File: config.mk
export PLATFORM = sky130hd
export DESIGN_NAME = par_serializer
export DESIGN_NICKNAME = d
export VERILOG_FILES = /design/src/rtl/ps_pkg.sv /design/src/rtl/ps_sync_release.sv /design/src/rtl/ps_load_gen.sv /design/src/rtl/ps_shift_chain.sv /design/src/rtl/par_serializer.sv
export SDC_FILE = /design/constraint.sdc
export NUM_CORES = 1
export LEC_CHECK = 0
export BUFFER_PORTS_ARGS = -buffer_cell sky130_fd_sc_hd__buf_2
export CORE_AREA = 2 2 39 41
export CTS_CLUSTER_DIAMETER = 60
export DETAILED_ROUTE_END_ITERATION = 6
export DIE_AREA = 0 0 41 43
export SYNTH_ARGS = -nofsm -noshare
export SYNTH_HDL_FRONTEND = slang
export SYNTH_SLANG_ARGS = --single-unit
File: constraint.sdc
create_clock -name clk -period 1.6 [get_ports clk]
set_clock_uncertainty 0.15 [all_clocks]
set_input_delay 0.16 -clock clk [delete_from_list [all_inputs] [get_ports clk]]
set_output_delay 0.16 -clock clk [all_outputs]
set_load 0.02 [all_outputs]
File: src/rtl/ps_pkg.sv
// Shared types for the parallel-to-serial converter.
package ps_pkg;
    // Load interval selection: one word per frame, or a cascaded pair.
    typedef enum logic {
        SPAN_SINGLE  = 1'b0,
        SPAN_CASCADE = 1'b1
    } span_e;
endpackage

File: src/rtl/ps_sync_release.sv
// Stretches the asynchronous sync request and retimes its release.
// Assertion of sync_i is seen at once. Release waits STAGES rising edges.
// Assumes STAGES >= 2.
module ps_sync_release #(
    parameter int STAGES = 2
) (
    input  logic clk,
    input  logic rst_n,
    input  logic sync_i,
    output logic hold_o,
    output logic quiet_o
);
    logic [STAGES-1:0] stg;

    // Async set by sync_i; ones drain out one stage per edge after release.
    always_ff @(posedge clk or posedge sync_i) begin
        if (sync_i) begin
            stg <= '1;
        end else if (!rst_n) begin
            stg <= '0;
        end else begin
            stg <= {stg[STAGES-2:0], 1'b0};
        end
    end

    assign hold_o  = stg[STAGES-1];
    assign quiet_o = |stg;
endmodule

File: src/rtl/ps_load_gen.sv
// Phase counter that produces the load pulse and the two divided clocks.
// Assumes WORD_W is a power of two, at least 2.
// The counter clears asynchronously while hold_i is high.
module ps_load_gen #(
    parameter int WORD_W = 4
) (
    input  logic          clk,
    input  logic          rst_n,
    input  logic          hold_i,
    input  logic          quiet_i,
    input  ps_pkg::span_e span_i,
    output logic          load_o,
    output logic          div_word_o,
    output logic          div_pair_o
);
    localparam int CNT_W = $clog2(WORD_W) + 1;
    localparam logic [CNT_W-1:0] STEP = 1;

    logic [CNT_W-1:0] phase;
    logic             word_wrap;
    logic             pair_wrap;

    // Free-running phase, cleared by hold at once or by reset at an edge.
    always_ff @(posedge clk or posedge hold_i) begin
        if (hold_i) begin
            phase <= '0;
        end else if (!rst_n) begin
            phase <= '0;
        end else begin
            phase <= phase + STEP;
        end
    end

    // Load at phase zero of the selected interval, never during a hold.
    always_comb begin
        word_wrap = (phase[CNT_W-2:0] == '0);
        pair_wrap = (phase == '0);
        if (span_i == ps_pkg::SPAN_CASCADE) begin
            load_o = !quiet_i && pair_wrap;
        end else begin
            load_o = !quiet_i && word_wrap;
        end
    end

    assign div_word_o = phase[CNT_W-2];
    assign div_pair_o = phase[CNT_W-1];
endmodule

File: src/rtl/ps_shift_chain.sv
// Loadable shift chain. On a load, each stage takes its own parallel bit.
// Otherwise it takes its upper neighbour; the top stage takes ser_i.
// Stage 0 is retimed onto the falling clock edge to drive ser_o.
module ps_shift_chain #(
    parameter int WORD_W = 4
) (
    input  logic              clk,
    input  logic              rst_n,
    input  logic              load_i,
    input  logic [WORD_W-1:0] par_i,
    input  logic              ser_i,
    output logic              head_o,
    output logic              ser_o
);
    logic [WORD_W-1:0] stage;
    logic [WORD_W-1:0] nxt;

    generate
        for (genvar k = 0; k < WORD_W; k++) begin : g_stage
            if (k == WORD_W - 1) begin : g_top
                assign nxt[k] = load_i ? par_i[k] : ser_i;
            end else begin : g_mid
                assign nxt[k] = load_i ? par_i[k] : stage[k+1];
            end
        end
    endgenerate

    // Rising-edge load or shift of the whole chain.
    always_ff @(posedge clk) begin
        if (!rst_n) begin
            stage <= '0;
        end else begin
            stage <= nxt;
        end
    end

    // Falling-edge output register, so the line is stable at rising edges.
    always_ff @(negedge clk) begin
        if (!rst_n) begin
            ser_o <= 1'b0;
        end else begin
            ser_o <= stage[0];
        end
    end

    assign head_o = stage[0];
endmodule

File: src/rtl/par_serializer.sv
// Cascadable parallel-to-serial converter with divide-by-4 and divide-by-8
// clock outputs. Inputs are single-ended and synchronous to clk, except
// sync_i, which may arrive at any time.
module par_serializer #(
    parameter int WORD_W      = 4,
    parameter int SYNC_STAGES = 2
) (
    input  logic              clk,
    input  logic              rst_n,
    input  logic              sync_i,
    input  logic              mode8_i,
    input  logic [WORD_W-1:0] par_i,
    input  logic              ser_i,
    output logic              ser_o,
    output logic              div_word_o,
    output logic              div_pair_o
);
    logic          hold;
    logic          quiet;
    logic          load;
    logic          head;
    ps_pkg::span_e span;

    assign span = mode8_i ? ps_pkg::SPAN_CASCADE : ps_pkg::SPAN_SINGLE;

    ps_sync_release #(.STAGES(SYNC_STAGES)) u_sync (
        .clk     (clk),
        .rst_n   (rst_n),
        .sync_i  (sync_i),
        .hold_o  (hold),
        .quiet_o (quiet)
    );

    ps_load_gen #(.WORD_W(WORD_W)) u_load (
        .clk        (clk),
        .rst_n      (rst_n),
        .hold_i     (hold),
        .quiet_i    (quiet),
        .span_i     (span),
        .load_o     (load),
        .div_word_o (div_word_o),
        .div_pair_o (div_pair_o)
    );

    ps_shift_chain #(.WORD_W(WORD_W)) u_chain (
        .clk    (clk),
        .rst_n  (rst_n),
        .load_i (load),
        .par_i  (par_i),
        .ser_i  (ser_i),
        .head_o (head),
        .ser_o  (ser_o)
    );
endmodule

# ---- After elaboration in Yosys (flattened, before gate mapping)
# Index checks and enable logic that the tools add are counted.
dict set report classes {
  n_addsub 1
  muxes 8
  reduce_logical 6
}
# operator n
set op_table {}
lappend op_table {{$mux W1} 6}
lappend op_table {{$add A3 B1 Y3 const B} 1}
lappend op_table {{$logic_not A3 Y1} 1}
lappend op_table {{$mux W3} 1}
lappend op_table {{$logic_and A1 B1 Y1} 2}
lappend op_table {{$logic_not A2 Y1} 1}
lappend op_table {{$mux W2} 1}
lappend op_table {{$reduce_or A2 Y1} 1}
lappend op_table {{$logic_not A1 Y1} 1}
dict set report totals {
  regBits 10
  in_bits 9
  output_inout_bits 3
  wordCells 19
}

# ---- Longest topological paths before layout
# Gate-level depths: netlist of run 1.
dict set report logic_depth {
  word_depth 5
  depth_mapped 5
  mapped_depth_nobuf 5
}

# ---- Cells and area by module
# From an unflattened synthesis of run 1, not the netlist that was laid out.
dict set report unflattened {
  hier_cells 36
  area_unflattened_um2 409.1
}
# mod n_inst cells_per_inst area_each_um2 seq_area_each_um2
set by_module_without_submodules {}
lappend by_module_without_submodules {ps_shift_chain 1 16 186.4 100.1}
lappend by_module_without_submodules {ps_load_gen 1 14 150.1 75.1}
lappend by_module_without_submodules {ps_sync_release 1 6 72.6 52.6}

==> reports/results.txt, run 1 <==
Buffers on Ports -> 11
Initial drt markers -> 2
CP Buf/Inv Count -> 1
Clock transition at path regs -> 0.06 ns
Final nets -> 75
Crit start category -> flip-flop
RD Place Congestion -> 0.596
Congestion Overflow GR -> 0
Final worst setup slack -> -0.247 ns
Core outline area -> 1380 sq um
Post-synth top area share -> 23.8%
Most common cell after layout, fill and taps aside -> buf_2
Largest net degree at the start of global routing -> 13
Die extent in x -> 41 microns
Max_cap viols -> 0
Static Leakage -> 0.308 nW
Pwr/cell area -> 893 nW/um^2
CTS root buf -> clkbuf_4
Mapped Cells -> 39
Worst-Skew Late Latency -> 0.26 ns
H-tree levels -> 1
Height of the die -> 43 microns
Final Hold Viols -> 0
Setup WS pre-CTS -> 0.0190 ns
CTS tree -> done
Total number of vias -> 323
Max stage delay cell, worst path -> dfxtp_2
Number of global-route vias before repair -> 313
Area of the mapped netlist -> 420 sq um
Vias per std cell -> 4.09
Initial antenna violation count -> 0
Post-synthesis sequential area ratio -> 54.2%
CP top delay family -> flip-flops
Setup violations, final -> 1
Total CTS buffers -> 3
# IOs -> 12
Worst path cell trace -> buf_6
RSZ-0062 raised after global routing -> yes
Post-Route WL -> 706 microns
Hold Crit Class -> input port to flip-flop
Yosys warns -> 0
WS Path Type -> flip-flop to output pin
Final antenna-violating net count -> 0
Status -> finished, violations left
Peak VDD IR -> 477 uV
Layout cell share with drive strength beyond 1 -> 36.5%
Die area -> 1760 sq um
Initial core utilization -> 30.4%
Syn Nets -> 50
Violated checks -> negative setup slack
#FFs+latches synth -> 10
Setup_tns -> -0.247 ns
Fin cells -> 79
Synthesized area per cell -> 10.8 sq um
Distinct cell type count after synthesis -> 13
First-pass GRT wire length -> 1150 microns
Drt wl/cell -> 8.94 microns
Fin. max-slew vios -> 0
Maximum clock path buffer count -> 2
Post-route DRC -> 0
FILL cells -> 137
Dominant cells by area after synthesis -> dfxtp_1 24%, dfrtp_1 18%, dfstp_2 13%, mux2i_1 9.5%, nand2_1 7.1%
DP Wirelength -> 502 microns
Yosys top cell by area -> dfxtp_1
Synth-to-Final Area Change -> 47.0%
Tot GR Track Use -> 10.1%
Number of diodes -> 0
Num rows -> 14
Crit Path Max Fanout -> 1
TritonRoute pass-1 iters -> 2
Crit end category -> output pin
Crit path required time -> 1.29 ns
Clock Sinks -> 10
Commonest cells after routing, fill and taps aside -> 10 x buf_2, 8 x nand2_1, 6 x inv_1, 6 x dlygate4sd3_1
Data arrival time of the worst path -> 1.54 ns
Post-placement cell count -> 67
Max incr delay on CP -> 0.30 ns
==> stage by stage <==
stage / util [%] / cell area [sq um] / hold slack (ns) / power [mW]
6_report: 44.7 / 618 / 0.0220 / 0.552
3_3_place_gp: 36.6 / 507 / -0.0114 / 0.362
5_1_grt: 44.7 / 618 / 0.0119 / 0.591
2_1_floorplan: - / 420 / -0.0785 / 0.336
3_5_place_dp: 36.6 / 507 / -0.0107 / 0.365
4_1_cts: 43.9 / 608 / 0.0270 / 0.558
==> flip-flops by register name, summed over array words and instances, names as in the netlist <==
register,flops
u_chain.ser_o,1
u_chain.stage,4
u_sync.stg,2
u_load.phase,3
==> routing by layer <==
metal	up-vias	wire (microns)	share of wire (%)	track usage, %
met4	0	0	0	2.00
li1	167	-	-	-
met1	146	301	43	9.24
met3	0	34	4.8	7.85
met5	-	0	0	0
met2	10	369	52	16.9
==> path summary, 6_finish.rpt <==
kind | end | cells after the start | slack [ns] | start
max | ser_o | 1 | -0.25 | u_chain.ser_o
min | u_chain.stage[1] | 3 | 0.02 | par_i[1]
max reg2reg | u_chain.stage[1] | 6 | 0.16 | u_load.phase[1]
min reg2reg | u_chain.stage[2] | 2 | 0.31 | u_chain.stage[3]
max in group asynchronous | u_load.phase[0] | 2 | 0.63 | u_sync.stg[1]
min in group asynchronous | u_sync.stg[0] | 3 | 0.31 | sync_i
==> area by class of cell <==
type | count | area [sq um] | share of cell area [%]
sequential | 10 | 229 | 37.0
multi-input combinational | 22 | 169 | 27.3
timing repair buffer | 21 | 151 | 24.5
clock buffer | 3 | 22.5 | 3.64
tap | 16 | 20.0 | 3.24
inverter | 5 | 18.8 | 3.04
clock inverter | 2 | 7.51 | 1.21
==> cells by family after synthesis <==
family                   count (synthesis)  synth area share [%]
adder cells (fa/ha/maj)                  2                  5.95
XOR/XNOR                                 1                  2.08
flip-flops                              10                  54.2
AO/OA/AOI/OAI                            1                  6.55
buffers and inverters                    7                  6.25
multiplexers                             4                  9.52
AND/OR/NAND/NOR                         13                  14.6
other                                    1                 0.892
==> repair_timing <==
| item | 4_1_cts | 5_1_grt |
|---|---|---|
| pin swaps | 0 | 1 |
| setup endpoints to repair | 2 | 5 |
| setup buffers | 1 | 1 |
| cloned | 0 | 0 |
| hold buffers | 6 | 0 |
| gates resized for setup | 3 | 1 |
| endpoints found under the hold margin | 8 | 0 |
==> power by group <==
group | switching [mW] | internal [mW] | total [mW] | leakage [nW]
Combinational | 0.0389 | 0.0502 | 0.0891 | 0.186
Sequential | 0.00968 | 0.271 | 0.281 | 0.101
Clock | 0.0890 | 0.0932 | 0.182 | 0.0207
Total | 0.138 | 0.414 | 0.552 | 0.308
==> Yosys cell counts <==
library cell	n
nand2_1	8
inv_1	6
dfxtp_1	5
and2_1	4
mux2i_1	4
dfrtp_1	3
dfstp_2	2
ha_1	2
a2111oi_4	1
clkbuf_1	1
conb_1	1
nor2b_1	1
xor2_1	1
No activity file was read; power rests on OpenSTA's default activity.
==> inputs of run 2 (changes only) <==
--- a/config.mk
+++ b/config.mk
@@ -5,11 +5,11 @@
 export SDC_FILE = /design/constraint.sdc
 export NUM_CORES = 1
 export LEC_CHECK = 0
-export BUFFER_PORTS_ARGS = -buffer_cell sky130_fd_sc_hd__buf_2
 export CORE_AREA = 2 2 39 41
 export CTS_CLUSTER_DIAMETER = 60
 export DETAILED_ROUTE_END_ITERATION = 6
 export DIE_AREA = 0 0 41 43
+export DONT_BUFFER_PORTS = 1
 export SYNTH_ARGS = -nofsm -noshare
 export SYNTH_HDL_FRONTEND = slang
 export SYNTH_SLANG_ARGS = --single-unit
==> run 2 against run 1 <==
  * The flow finishes with violations (negative hold slack, negative setup slack)
  * Core utilization is 3.3 points lower
  * Sequential share of layout area rose by 3.4 points
  * Die area is the same
  * Non-clock buffer count is 11 lower
  * Combinational power decreased by 20%
  * Register-to-register slack barely moved
  * Setup slack better by 0.042 ns
  * Critical endpoint unchanged
==> reports/results.txt, run 2 (same netlist as run 1, synthesis figures left out) <==
Levels on crit path -> 0
Peak VDD IR -> 651 uV
Crit path from -> u_chain.ser_o
TritonRoute pass-1 iters -> 1
Initial core utilization -> 30.4%
Fin. max-slew vios -> 0
Tot GR Track Use -> 11.8%
Drt wl/cell -> 10.7 microns
Final antenna-violating net count -> 0
Worst Setup EP -> ser_o
Crit start category -> flip-flop
Worst-Skew Late Latency -> 0.26 ns
First-pass GRT wire length -> 1260 microns
Final core utilization -> 41.3%
Synth-to-Final Area Change -> 36.0%
Post-Route WL -> 730 microns
Layout cell share with drive strength beyond 1 -> 25.0%
GR peak layer -> met2
Status -> finished, violations left
Worst reg2reg path depth -> 6
Most common cell after layout, fill and taps aside -> nand2_1
Max_cap viols -> 0
Hold Crit Class -> flip-flop to asynchronous set/reset pin
Number of global-route vias before repair -> 316
RSZ-0062 raised after global routing -> yes
RD Place Congestion -> 0.539
CTS root buf -> clkbuf_4
Buffers on Ports -> 0
Grt met3 use -> 9.42%
Met2 Use GR -> 18.8%
H-tree levels -> 1
Violated checks -> negative hold slack, negative setup slack
Largest register FFs -> 4
Crit path required time -> 1.29 ns
Initial drt markers -> 0
Crit Path Max Fanout -> 1
Congestion Overflow GR -> 0
Data arrival time of the worst path -> 1.50 ns
Total number of vias -> 282
Clock Sinks -> 10
Die area -> 1760 sq um
Die extent in x -> 41 microns
Largest net degree at the start of global routing -> 13
Setup violations, final -> 1
Initial antenna violation count -> 0
WS Path Type -> flip-flop to output pin
Reg2reg end -> u_chain.stage[3]
Pwr/cell area -> 1030 nW/um^2
Met1 usage -> 9.80%
Num rows -> 14
Maximum clock path buffer count -> 2
Largest registers -> u_chain.stage: 4 flops, u_load.phase: 3 flops, u_sync.stg: 2 flops
Vias per std cell -> 4.15
Final worst setup slack -> -0.205 ns
Most flop-heavy register -> u_chain.stage
Crit end category -> output pin
Static Leakage -> 0.263 nW
Core outline area -> 1380 sq um
Reg-to-reg slack, setup -> 0.17 ns
Final hold slack -> -0.00309 ns
Clock transition at path regs -> 0.07 ns
Final nets -> 64
R2R Path Start -> u_load.phase[0]
Number of diodes -> 0
Total power -> 0.592 mW
# IOs -> 12
Height of the die -> 43 microns
CTS tree -> done
Setup WS pre-CTS -> 0.0587 ns
Total CTS buffers -> 3
Post-route DRC -> 0
FILL cells -> 135
Final Hold Viols -> 3
Commonest cells after routing, fill and taps aside -> 8 x nand2_1, 7 x dlygate4sd3_1, 5 x inv_1
[run 2: changes by cell type in the layout (fill, tap and decap cells not counted), sizes merged]
cell / before / now
clkinv: 1 / 0
buf: 15 / 3
clkbuf: 3 / 4
dlygate4sd3: 6 / 7
[run 2: area by class of cell]
type / count / area (sq um) / area share, %
timing repair buffer: 10 / 92.6 / 16.2
tap: 16 / 20.0 / 3.50
inverter: 5 / 18.8 / 3.28
multi-input combinational: 22 / 169 / 29.5
clock inverter: 1 / 3.75 / 0.656
clock buffer: 4 / 36.3 / 6.35
sequential: 10 / 231 / 40.5
[run 2: worst min-delay path by stage]
stage,startpoint,endpoint,slack (ns),cells after the start
floorplan,sync_i,u_sync.stg[0],-0.08,1
global placement,sync_i,u_sync.stg[0],-0.07,1
detailed placement,sync_i,u_sync.stg[0],-0.06,1
CTS,u_sync.stg[1],u_load.phase[1],0.005,1
global route,u_sync.stg[1],u_load.phase[1],0.03,1
finish,u_sync.stg[1],u_load.phase[1],-0.003,1
[run 2: where the power goes]
part           internal (mW)  switching (mW)  total (mW)
Clock                  0.141          0.0962       0.238
Combinational         0.0399          0.0314      0.0713
Sequential             0.270          0.0133       0.283
[run 2: routing by layer]
layer,vias to the layer above,part of all wire (%)
li1,143,-
met1,129,39
met2,8,53
met3,2,6.0
met4,0,1.9
met5,-,0
[run 2: timing repair]
item / in CTS / in global routing
setup buffers: 0 / 1
hold buffers: 7 / 0
pin swaps: 0 / 1
endpoints found under the hold margin: 10 / 0
endpoints found under the setup margin: 1 / 5
resized for setup: 2 / 2
[run 2: metrics by stage]
step / setup TNS [ns] / std cells / instance area [sq um]
after floorplan: 0 / 39 / 420
after global placement: 0 / 56 / 452
after detailed placement: 0 / 56 / 452
after CTS: -0.204 / 67 / 562
after global routing: -0.245 / 68 / 572
final: -0.205 / 68 / 572
==> inputs of run 3 (changes only) <==
--- a/config.mk
+++ b/config.mk
@@ -10,6 +10,7 @@
 export DETAILED_ROUTE_END_ITERATION = 6
 export DIE_AREA = 0 0 41 43
 export DONT_BUFFER_PORTS = 1
+export SKIP_CTS_REPAIR_TIMING = 1
 export SYNTH_ARGS = -nofsm -noshare
 export SYNTH_HDL_FRONTEND = slang
 export SYNTH_SLANG_ARGS = --single-unit
==> run 3 against run 2 <==
  * The flow still finishes with violations (negative hold slack, negative setup slack)
  * Critical path depth unchanged
  * Wire length unchanged
  * Worst hold slack about the same
  * Clock power about the same
  * Power about the same
  * Cell count unchanged
  * Flip-flop and latch count unchanged
  * Sequential share of layout area unchanged
  * Critical path type unchanged
==> reports/results.txt, run 3 (same netlist as run 1, synthesis figures left out) <==
Most flop-heavy register -> u_chain.stage
R2R Path Start -> u_load.phase[0]
Layout cell share with drive strength beyond 1 -> 25.0%
Reg-to-reg slack, setup -> 0.17 ns
Final hold slack -> -0.00306 ns
Buffers on Ports -> 0
H-tree levels -> 1
Reg area -> 231 sq um
Sequential Power Share -> 47.8%
Post-route DRC -> 0
Worst reg2reg path depth -> 6
Net switching power -> 0.141 mW
Total CTS buffers -> 3
CTS root buf -> clkbuf_4
Core outline area -> 1380 sq um
Clock Sinks -> 10
Worst-Skew Late Latency -> 0.26 ns
Commonest cells after routing, fill and taps aside -> 8 x nand2_1, 7 x dlygate4sd3_1, 5 x inv_1
# IOs -> 12
Crit end category -> output pin
Fin cells -> 68
Initial antenna violation count -> 0
Tot GR Track Use -> 10.7%
Total number of vias -> 283
Die extent in x -> 41 microns
Multi-input logic area -> 169 sq um
Net Sw Frac -> 23.8%
Clk network pwr share -> 40.2%
RSZ-0062 raised after global routing -> yes
Initial core utilization -> 30.4%
Int Pwr -> 0.451 mW
Most common cell after layout, fill and taps aside -> nand2_1
Post-placement cell count -> 56
Fin. max-slew vios -> 0
Data arrival time of the worst path -> 1.50 ns
Largest registers -> u_chain.stage: 4 flops, u_load.phase: 3 flops, u_sync.stg: 2 flops
Peak VDD IR -> 652 uV
Final worst setup slack -> -0.205 ns
Levels on crit path -> 0
WS Path Type -> flip-flop to output pin
CTS tree -> done
First-pass GRT wire length -> 1120 microns
Maximum clock path buffer count -> 2
TritonRoute pass-1 iters -> 1
Post-Route WL -> 730 microns
Static Leakage -> 0.263 nW
Violated checks -> negative hold slack, negative setup slack
Reg2reg end -> u_chain.stage[3]
Worst Setup EP -> ser_o
Final antenna-violating net count -> 0
Setup WS pre-CTS -> 0.0587 ns
RD Place Congestion -> 0.539
Drt wl/cell -> 10.7 microns
Status -> finished, violations left
Synth-to-Final Area Change -> 36.0%
Initial drt markers -> 0
Number of diodes -> 0
FILL cells -> 133
Final Hold Viols -> 3
Setup violations, final -> 1
Height of the die -> 43 microns
Pwr/cell area -> 1030 nW/um^2
Largest register FFs -> 4
Die area -> 1760 sq um
Crit path required time -> 1.29 ns
Max_cap viols -> 0
Hold Crit Class -> flip-flop to asynchronous set/reset pin
Largest net degree at the start of global routing -> 14
Num rows -> 14
Vias per std cell -> 4.16
Crit Path Max Fanout -> 1
Final core utilization -> 41.3%
Logic pwr share -> 12.0%
Number of global-route vias before repair -> 278
Clock transition at path regs -> 0.07 ns
Crit start category -> flip-flop
Final nets -> 64
Crit path from -> u_chain.ser_o
Congestion Overflow GR -> 0
[run 3: cell counts in the layout (fill, tap and decap cells not counted)]
No cell type changed its count.
[run 3: final cells by class]
cell class | count | area share (%)
flip-flops and latches | 10 | 40.5
multi-input cells | 22 | 29.5
repair buffers | 10 | 16.2
clock buffers | 4 | 6.35
well taps | 16 | 3.50
inverters | 5 | 3.28
clock inverters | 1 | 0.656
[run 3: power groups by stage]
stage | clock network [mW] | registers, mW | logic (mW)
final | 0.238 | 0.283 | 0.0712
after global placement | 0.00782 | 0.288 | 0.0502
after detailed placement | 0.00782 | 0.289 | 0.0519
after floorplan | 0.00782 | 0.291 | 0.0375
after global routing | 0.275 | 0.285 | 0.0792
after CTS | 0.247 | 0.284 | 0.0524
[run 3: worst min path at each step]
| stage | endpoint | start |
|---|---|---|
| 2_1_floorplan | u_sync.stg[0] | sync_i |
| 3_3_place_gp | u_sync.stg[0] | sync_i |
| 3_5_place_dp | u_sync.stg[0] | sync_i |
| 4_1_cts | u_sync.stg[1] | sync_i |
| 5_1_grt | u_load.phase[1] | u_sync.stg[1] |
| 6_report | u_load.phase[1] | u_sync.stg[1] |
[run 3: metal layers]
| metal | wire length (microns) | global-route usage [%] | vias to the layer above |
|---|---|---|---|
| met5 | 0 | 0 | - |
| met4 | 14 | 6.00 | 0 |
| met3 | 45 | 9.42 | 2 |
| met2 | 393 | 16.3 | 8 |
| met1 | 277 | 8.82 | 130 |
| li1 | - | - | 143 |
[run 3: per-stage QoR]
step / instance area, sq um / setup TNS, ns / total power [mW]
2_1_floorplan: 420 / 0 / 0.336
3_5_place_dp: 452 / 0 / 0.349
6_report: 572 / -0.205 / 0.592
4_1_cts: 488 / -0.254 / 0.583
3_3_place_gp: 452 / 0 / 0.346
5_1_grt: 572 / -0.245 / 0.640
